File: config.mk
export PLATFORM = sky130hd
export DESIGN_NAME = gpio_port_ctl
export DESIGN_NICKNAME = d
export VERILOG_FILES = /design/src/rtl/gpio_port_pkg.sv /design/src/rtl/gpio_port_regs.sv /design/src/rtl/gpio_pin_sync.sv /design/src/rtl/gpio_pin_mux.sv /design/src/rtl/gpio_port_ctl.sv
export SDC_FILE = /design/constraint.sdc
export NUM_CORES = 1
export LEC_CHECK = 0
export BUFFER_PORTS_ARGS = -buffer_cell sky130_fd_sc_hd__buf_2
export CORE_MARGIN = 2
export CORE_UTILIZATION = 30
export DETAILED_ROUTE_END_ITERATION = 10
export SYNTH_ARGS = -nofsm -noshare
export SYNTH_HDL_FRONTEND = slang
export SYNTH_SLANG_ARGS = --single-unit
File: constraint.sdc
create_clock -name clk -period 1.6 [get_ports clk]
set_input_delay 0.32 -clock clk [delete_from_list [all_inputs] [get_ports clk]]
set_output_delay 0.32 -clock clk [all_outputs]
set_load 0.02 [all_outputs]
File: src/rtl/gpio_port_pkg.sv
package gpio_port_pkg;
  localparam int unsigned PORT_W = 8;
  localparam int unsigned ADDR_W = 16;
  localparam int unsigned NUM_WREGS = 3;

  localparam logic [ADDR_W-1:0] ADDR_DIR  = 16'hFEBC;
  localparam logic [ADDR_W-1:0] ADDR_DATA = 16'hFF6C;
  localparam logic [ADDR_W-1:0] ADDR_PIN  = 16'hFF5C;
  localparam logic [ADDR_W-1:0] ADDR_PULL = 16'hFF73;

  localparam logic [2:0] MODE_REGCTL = 3'd7;

  typedef enum logic [1:0] {
    WREG_DIR  = 2'd0,
    WREG_DATA = 2'd1,
    WREG_PULL = 2'd2
  } wreg_e;

  function automatic logic [ADDR_W-1:0] wreg_addr(input int unsigned idx);
    case (idx)
      0:       return ADDR_DIR;
      1:       return ADDR_DATA;
      default: return ADDR_PULL;
    endcase
  endfunction
endpackage

File: src/rtl/gpio_port_regs.sv
module gpio_port_regs
  import gpio_port_pkg::*;
#(
  parameter int unsigned W  = PORT_W,
  parameter int unsigned AW = ADDR_W
) (
  input  logic          clk,
  input  logic          rst_n,
  input  logic          hw_standby,
  input  logic          sw_standby,
  input  logic          wr_en,
  input  logic [AW-1:0] addr,
  input  logic [W-1:0]  wdata,
  output logic [W-1:0]  dir_q,
  output logic [W-1:0]  data_q,
  output logic [W-1:0]  pull_q
);
  logic [NUM_WREGS-1:0][W-1:0] regs_q;
  logic wr_ok;

  assign wr_ok = wr_en && !hw_standby && !sw_standby;

  for (genvar g = 0; g < NUM_WREGS; g++) begin : g_wreg
    localparam logic [AW-1:0] MY_ADDR = AW'(wreg_addr(g));
    always_ff @(posedge clk or negedge rst_n) begin
      if (!rst_n)                          regs_q[g] <= '0;
      else if (hw_standby)                 regs_q[g] <= '0;
      else if (wr_ok && addr == MY_ADDR)   regs_q[g] <= wdata;
    end
  end

  assign dir_q  = regs_q[WREG_DIR];
  assign data_q = regs_q[WREG_DATA];
  assign pull_q = regs_q[WREG_PULL];


  hw_clear_chk: assert property (@(posedge clk) disable iff (!rst_n)
    hw_standby |=> (dir_q == '0 && data_q == '0 && pull_q == '0));


  sw_hold_chk: assert property (@(posedge clk) disable iff (!rst_n)
    (sw_standby && !hw_standby) |=> ($stable(dir_q) && $stable(data_q) && $stable(pull_q)));
endmodule

File: src/rtl/gpio_pin_sync.sv
module gpio_pin_sync #(
  parameter int unsigned W      = 8,
  parameter int unsigned STAGES = 2
) (
  input  logic         clk,
  input  logic [W-1:0] pad_in,
  output logic [W-1:0] pin_sync
);
  logic [STAGES-1:0][W-1:0] stage_q;

  for (genvar s = 0; s < STAGES; s++) begin : g_stage
    if (s == 0) begin : g_first
      always_ff @(posedge clk) stage_q[s] <= pad_in;
    end else begin : g_next
      always_ff @(posedge clk) stage_q[s] <= stage_q[s-1];
    end
  end

  assign pin_sync = stage_q[STAGES-1];
endmodule

File: src/rtl/gpio_pin_mux.sv
module gpio_pin_mux
  import gpio_port_pkg::*;
#(
  parameter int unsigned W = PORT_W
) (
  input  logic [2:0]   mode,
  input  logic [W-1:0] dir_q,
  input  logic [W-1:0] data_q,
  input  logic [W-1:0] pull_q,
  input  logic         bus_oe,
  input  logic [W-1:0] bus_dout,
  output logic [W-1:0] pin_oe,
  output logic [W-1:0] pin_out,
  output logic [W-1:0] pin_pu
);
  logic reg_ctl;
  assign reg_ctl = (mode == MODE_REGCTL);

  for (genvar i = 0; i < W; i++) begin : g_pin
    always_comb begin
      if (reg_ctl) begin
        pin_oe[i]  = dir_q[i];
        pin_out[i] = data_q[i];
        pin_pu[i]  = pull_q[i] & ~dir_q[i];
      end else begin
        pin_oe[i]  = bus_oe;
        pin_out[i] = bus_dout[i];
        pin_pu[i]  = 1'b0;
      end
    end
  end
endmodule

File: src/rtl/gpio_port_ctl.sv
module gpio_port_ctl
  import gpio_port_pkg::*;
#(
  parameter int unsigned W  = PORT_W,
  parameter int unsigned AW = ADDR_W
) (
  input  logic          clk,
  input  logic          rst_n,
  input  logic          hw_standby,
  input  logic          sw_standby,
  input  logic [2:0]    mode,
  input  logic [AW-1:0] addr,
  input  logic          wr_en,
  input  logic [W-1:0]  wdata,
  input  logic          rd_en,
  output logic [W-1:0]  rd_data,
  input  logic          bus_oe,
  input  logic [W-1:0]  bus_dout,
  input  logic [W-1:0]  pad_in,
  output logic [W-1:0]  pin_oe,
  output logic [W-1:0]  pin_out,
  output logic [W-1:0]  pin_pu
);
  logic [W-1:0] dir_q, data_q, pull_q, pin_sync;
  logic [W-1:0] rd_mux;

  gpio_port_regs #(.W(W), .AW(AW)) u_regs (
    .clk, .rst_n, .hw_standby, .sw_standby, .wr_en, .addr, .wdata,
    .dir_q, .data_q, .pull_q
  );

  gpio_pin_sync #(.W(W), .STAGES(2)) u_sync (
    .clk, .pad_in, .pin_sync
  );

  gpio_pin_mux #(.W(W)) u_mux (
    .mode, .dir_q, .data_q, .pull_q, .bus_oe, .bus_dout,
    .pin_oe, .pin_out, .pin_pu
  );

  always_comb begin
    unique case (addr)
      AW'(ADDR_DIR):  rd_mux = '1;
      AW'(ADDR_DATA): rd_mux = data_q;
      AW'(ADDR_PIN):  rd_mux = pin_sync;
      AW'(ADDR_PULL): rd_mux = pull_q;
      default:        rd_mux = '0;
    endcase
  end

  always_ff @(posedge clk or negedge rst_n) begin
    if (!rst_n)      rd_data <= '0;
    else if (rd_en)  rd_data <= rd_mux;
  end


  dir_read_ones_chk: assert property (@(posedge clk) disable iff (!rst_n)
    (rd_en && addr == AW'(ADDR_DIR)) |=> rd_data == '1);


  oe_pu_excl_chk: assert property (@(posedge clk) disable iff (!rst_n)
    (pin_oe & pin_pu) == '0);


  pu_off_in_bus_chk: assert property (@(posedge clk) disable iff (!rst_n)
    (mode != MODE_REGCTL) |-> pin_pu == '0);


  unmapped_read_chk: assert property (@(posedge clk) disable iff (!rst_n)
    (rd_en && addr != AW'(ADDR_DIR) && addr != AW'(ADDR_DATA) &&
     addr != AW'(ADDR_PIN) && addr != AW'(ADDR_PULL)) |=> rd_data == '0);
endmodule

==> metrics.txt <==
setup violators final 0; CTS tree built; Highest Clock Rate 667 MHz; Mapped Nets 265; Synth Area in Adders 0; crit-path cells buf_2 -> nand3_1 -> and2_1 -> a21o_1 -> buf_2; Top Usage Layer GRT met2; total track usage 0.145; ys async rst share 0.667; initial antenna violation count 0; compound-cell area share of the yosys netlist 0.133; crit share post-route 0.938; Yosys top cell area share 0.370; pwr dens 805 nW/µm²; fill cell count 727; M1 GR Usage 0.197; final setup margin 0.0998 ns; Ant. Diodes 0; GR Util met2 0.236; largest family of logic cells by synthesized area simple AND/OR/NAND/NOR gates; WP data required 1.28 ns; Hold Crit Class in -> async; average cell area after synthesis 10.1 µm²; crit path launch type primary input; Detail Placement HPWL 4230 µm; synth cell count leaders dfrtp_1, nor2_1, mux2i_1, nand2_1; RSZ-0062 raised after global routing false; maximum fanout along the worst path 8; final wirelength 5480 µm; Nets 354; most frequent CP cell buf_2; largest net degree at the start of global routing 33; Yosys top cell by area dfrtp_1; Non-Filler Instances 401; Die H 88.9 µm; cells after synthesis 215; Clock Latency Late Sink 0.30 ns; CORE AREA 6870 µm²; mux cell area share after synthesis 0.111; die area 7900 µm²; WP data arrival 1.18 ns; Routed Antenna Nets 0; DRC 0; MaxCap Viol Count 0; TritonCTS Buffers 5; area delta synth->final 33.8%; 1st-pass router iterations 4; unique cell type count in the Yosys netlist 33; run status finished, final reports clean; met3 usage 0.0305; GPL Wtd Cong 0.743; htree depth 2; via density per instance 4.61; Port Buffer Count 81; die width 88.9 µm; most frequent cell after synthesis dfrtp_1; first-pass GRT wire length 8730 µm; dpl cells 393; worst slew pin tran 0.575 ns; delay of the slowest cell on the worst path 0.34 ns; Pleak 1.51 nW; vias in the first global route 1,815; sinks on the clock net 48; Post-CTS Hold Buffers 0; Routed WL per cell 13.7 µm; row cnt 30; Post-Syn Area 2160 µm²; GRT overflow 0; vias post-DR 1,849; Rel. slew slack 0.615; clk_skew 0.00862 ns; root buffer cell clkbuf_8; Worst-path clk slew 0.09 ns; post-synthesis sequential element count 48; Slew Viols, Final 0; final hold vios 0; Setup Crit Path Kind in -> out; Crit-path slowest cell and2_1; Post-synth EDFFs 0; initial DRC count 137; synth top area cells dfrtp_1, dfxtp_1, mux2i_1; Tmin final 1.50 ns; share of layout cells above drive strength 1 0.351; crit end category output port; Peak VDD IR 434 µV; starting density of the core 0.315; Clock Path Buffers 2; worst hold slack 0.0288 ns; synth warn 0; Main synth FF type dfrtp_1; Simple-Gate Fraction of Synth Area 0.207; pre-CTS setup slack -0.181 ns; Synth Area in XOR/XNOR 0; sequential fraction of the synthesis area 0.519; number of top-level pins 82
metrics by stage:
step | util | power [mW] | setup TNS (ns) | cell area, µm²
after floorplan | - | 1.37 | -0.548 | 2160
after global routing | 0.421 | 2.44 | 0 | 2890
after global placement | 0.404 | 1.51 | -1.89 | 2780
after CTS | 0.421 | 2.36 | 0 | 2890
final | 0.421 | 2.33 | 0 | 2890
after detailed placement | 0.404 | 1.51 | -2.54 | 2780
layout make-up:
class | count | area, µm² | area share
Clock buffer | 7 | 108 | 0.0372
Clock inverter | 1 | 8.76 | 0.00303
Inverter | 5 | 18.8 | 0.00649
Multi-Input combinational cell | 150 | 976 | 0.337
Sequential cell | 48 | 1120 | 0.388
Tap cell | 96 | 120 | 0.0415
Timing Repair Buffer | 94 | 541 | 0.187
path summary, 6_finish.rpt:
check / start / end / slack (ns) / cells after the start
worst min register to register: u_sync.stage_q[2] / u_sync.pin_sync[2] / 0.33 / 0
min in group clk: pad_in[4] / u_sync.stage_q[4] / 0.11 / 1
worst max register to register: u_regs.data_q[1] / rd_data[1] / 0.43 / 4
max in group asynchronous: rst_n / u_regs.pull_q[5] / 1.28 / 2
worst min-delay path: rst_n / rd_data[6] / 0.03 / 2
worst max-delay path: mode[1] / pin_oe[0] / 0.1 / 5
critical path: cells and delay by family:
kind                   cells  cell delay [ns]
and+or+nand+nor            2             0.47
buffers and inverters      2             0.25
AOI/OAI and AO/OA          1             0.13
cell usage in the layout, fill, tap and decap left out, types with 2 or more instances in the layout:
| cell | n |
|---|---|
| buf_2 | 81 |
| dfrtp_1 | 32 |
| nor2_1 | 29 |
| nand2_1 | 24 |
| mux2i_1 | 24 |
| a22oi_1 | 16 |
| dfxtp_1 | 16 |
| buf_4 | 10 |
| nor3b_1 | 8 |
| a21o_1 | 8 |
| o21ai_0 | 8 |
| clkbuf_8 | 6 |
| inv_1 | 5 |
| o22ai_1 | 5 |
| nand2b_1 | 4 |
| o21ai_1 | 3 |
| buf_12 | 3 |
| nand3_1 | 2 |
| and2b_1 | 2 |
| nand4_1 | 2 |
| or2_1 | 2 |
logic make-up (layout without fill, tap and decap cells):
family | Yosys count | count (layout)
flops | 48 | 48
buf+inv | 17 | 107
compound gates | 43 | 43
simple gates | 83 | 83
mux | 24 | 24
where the power goes:
group          leakage (nW)  switching [mW]  internal [mW]  total (mW)
Combinational         0.872           0.143          0.105       0.248
Clock                0.0596           0.400          0.448       0.848
Sequential            0.582         0.00504           1.23        1.23
Total                  1.51           0.548           1.78        2.33
registers in the layout, summed over array words and instances (netlist names):
register         cells
u_sync.pin_sync      8
u_regs.pull_q        8
rd_data              8
u_regs.data_q        8
u_regs.dir_q         8
u_sync.stage_q       8
what timing repair did:
action	in CTS	in global routing
setup endpoints to repair	16	0
setup buffers	0	0
gates resized for setup	1	0
routing by layer:
metal,routed length [µm],vias up
met5,0,-
met4,52,0
met3,332,6
met2,2550,60
met1,2540,851
li1,-,932
Note: power is estimated with default switching activity, not from simulation.
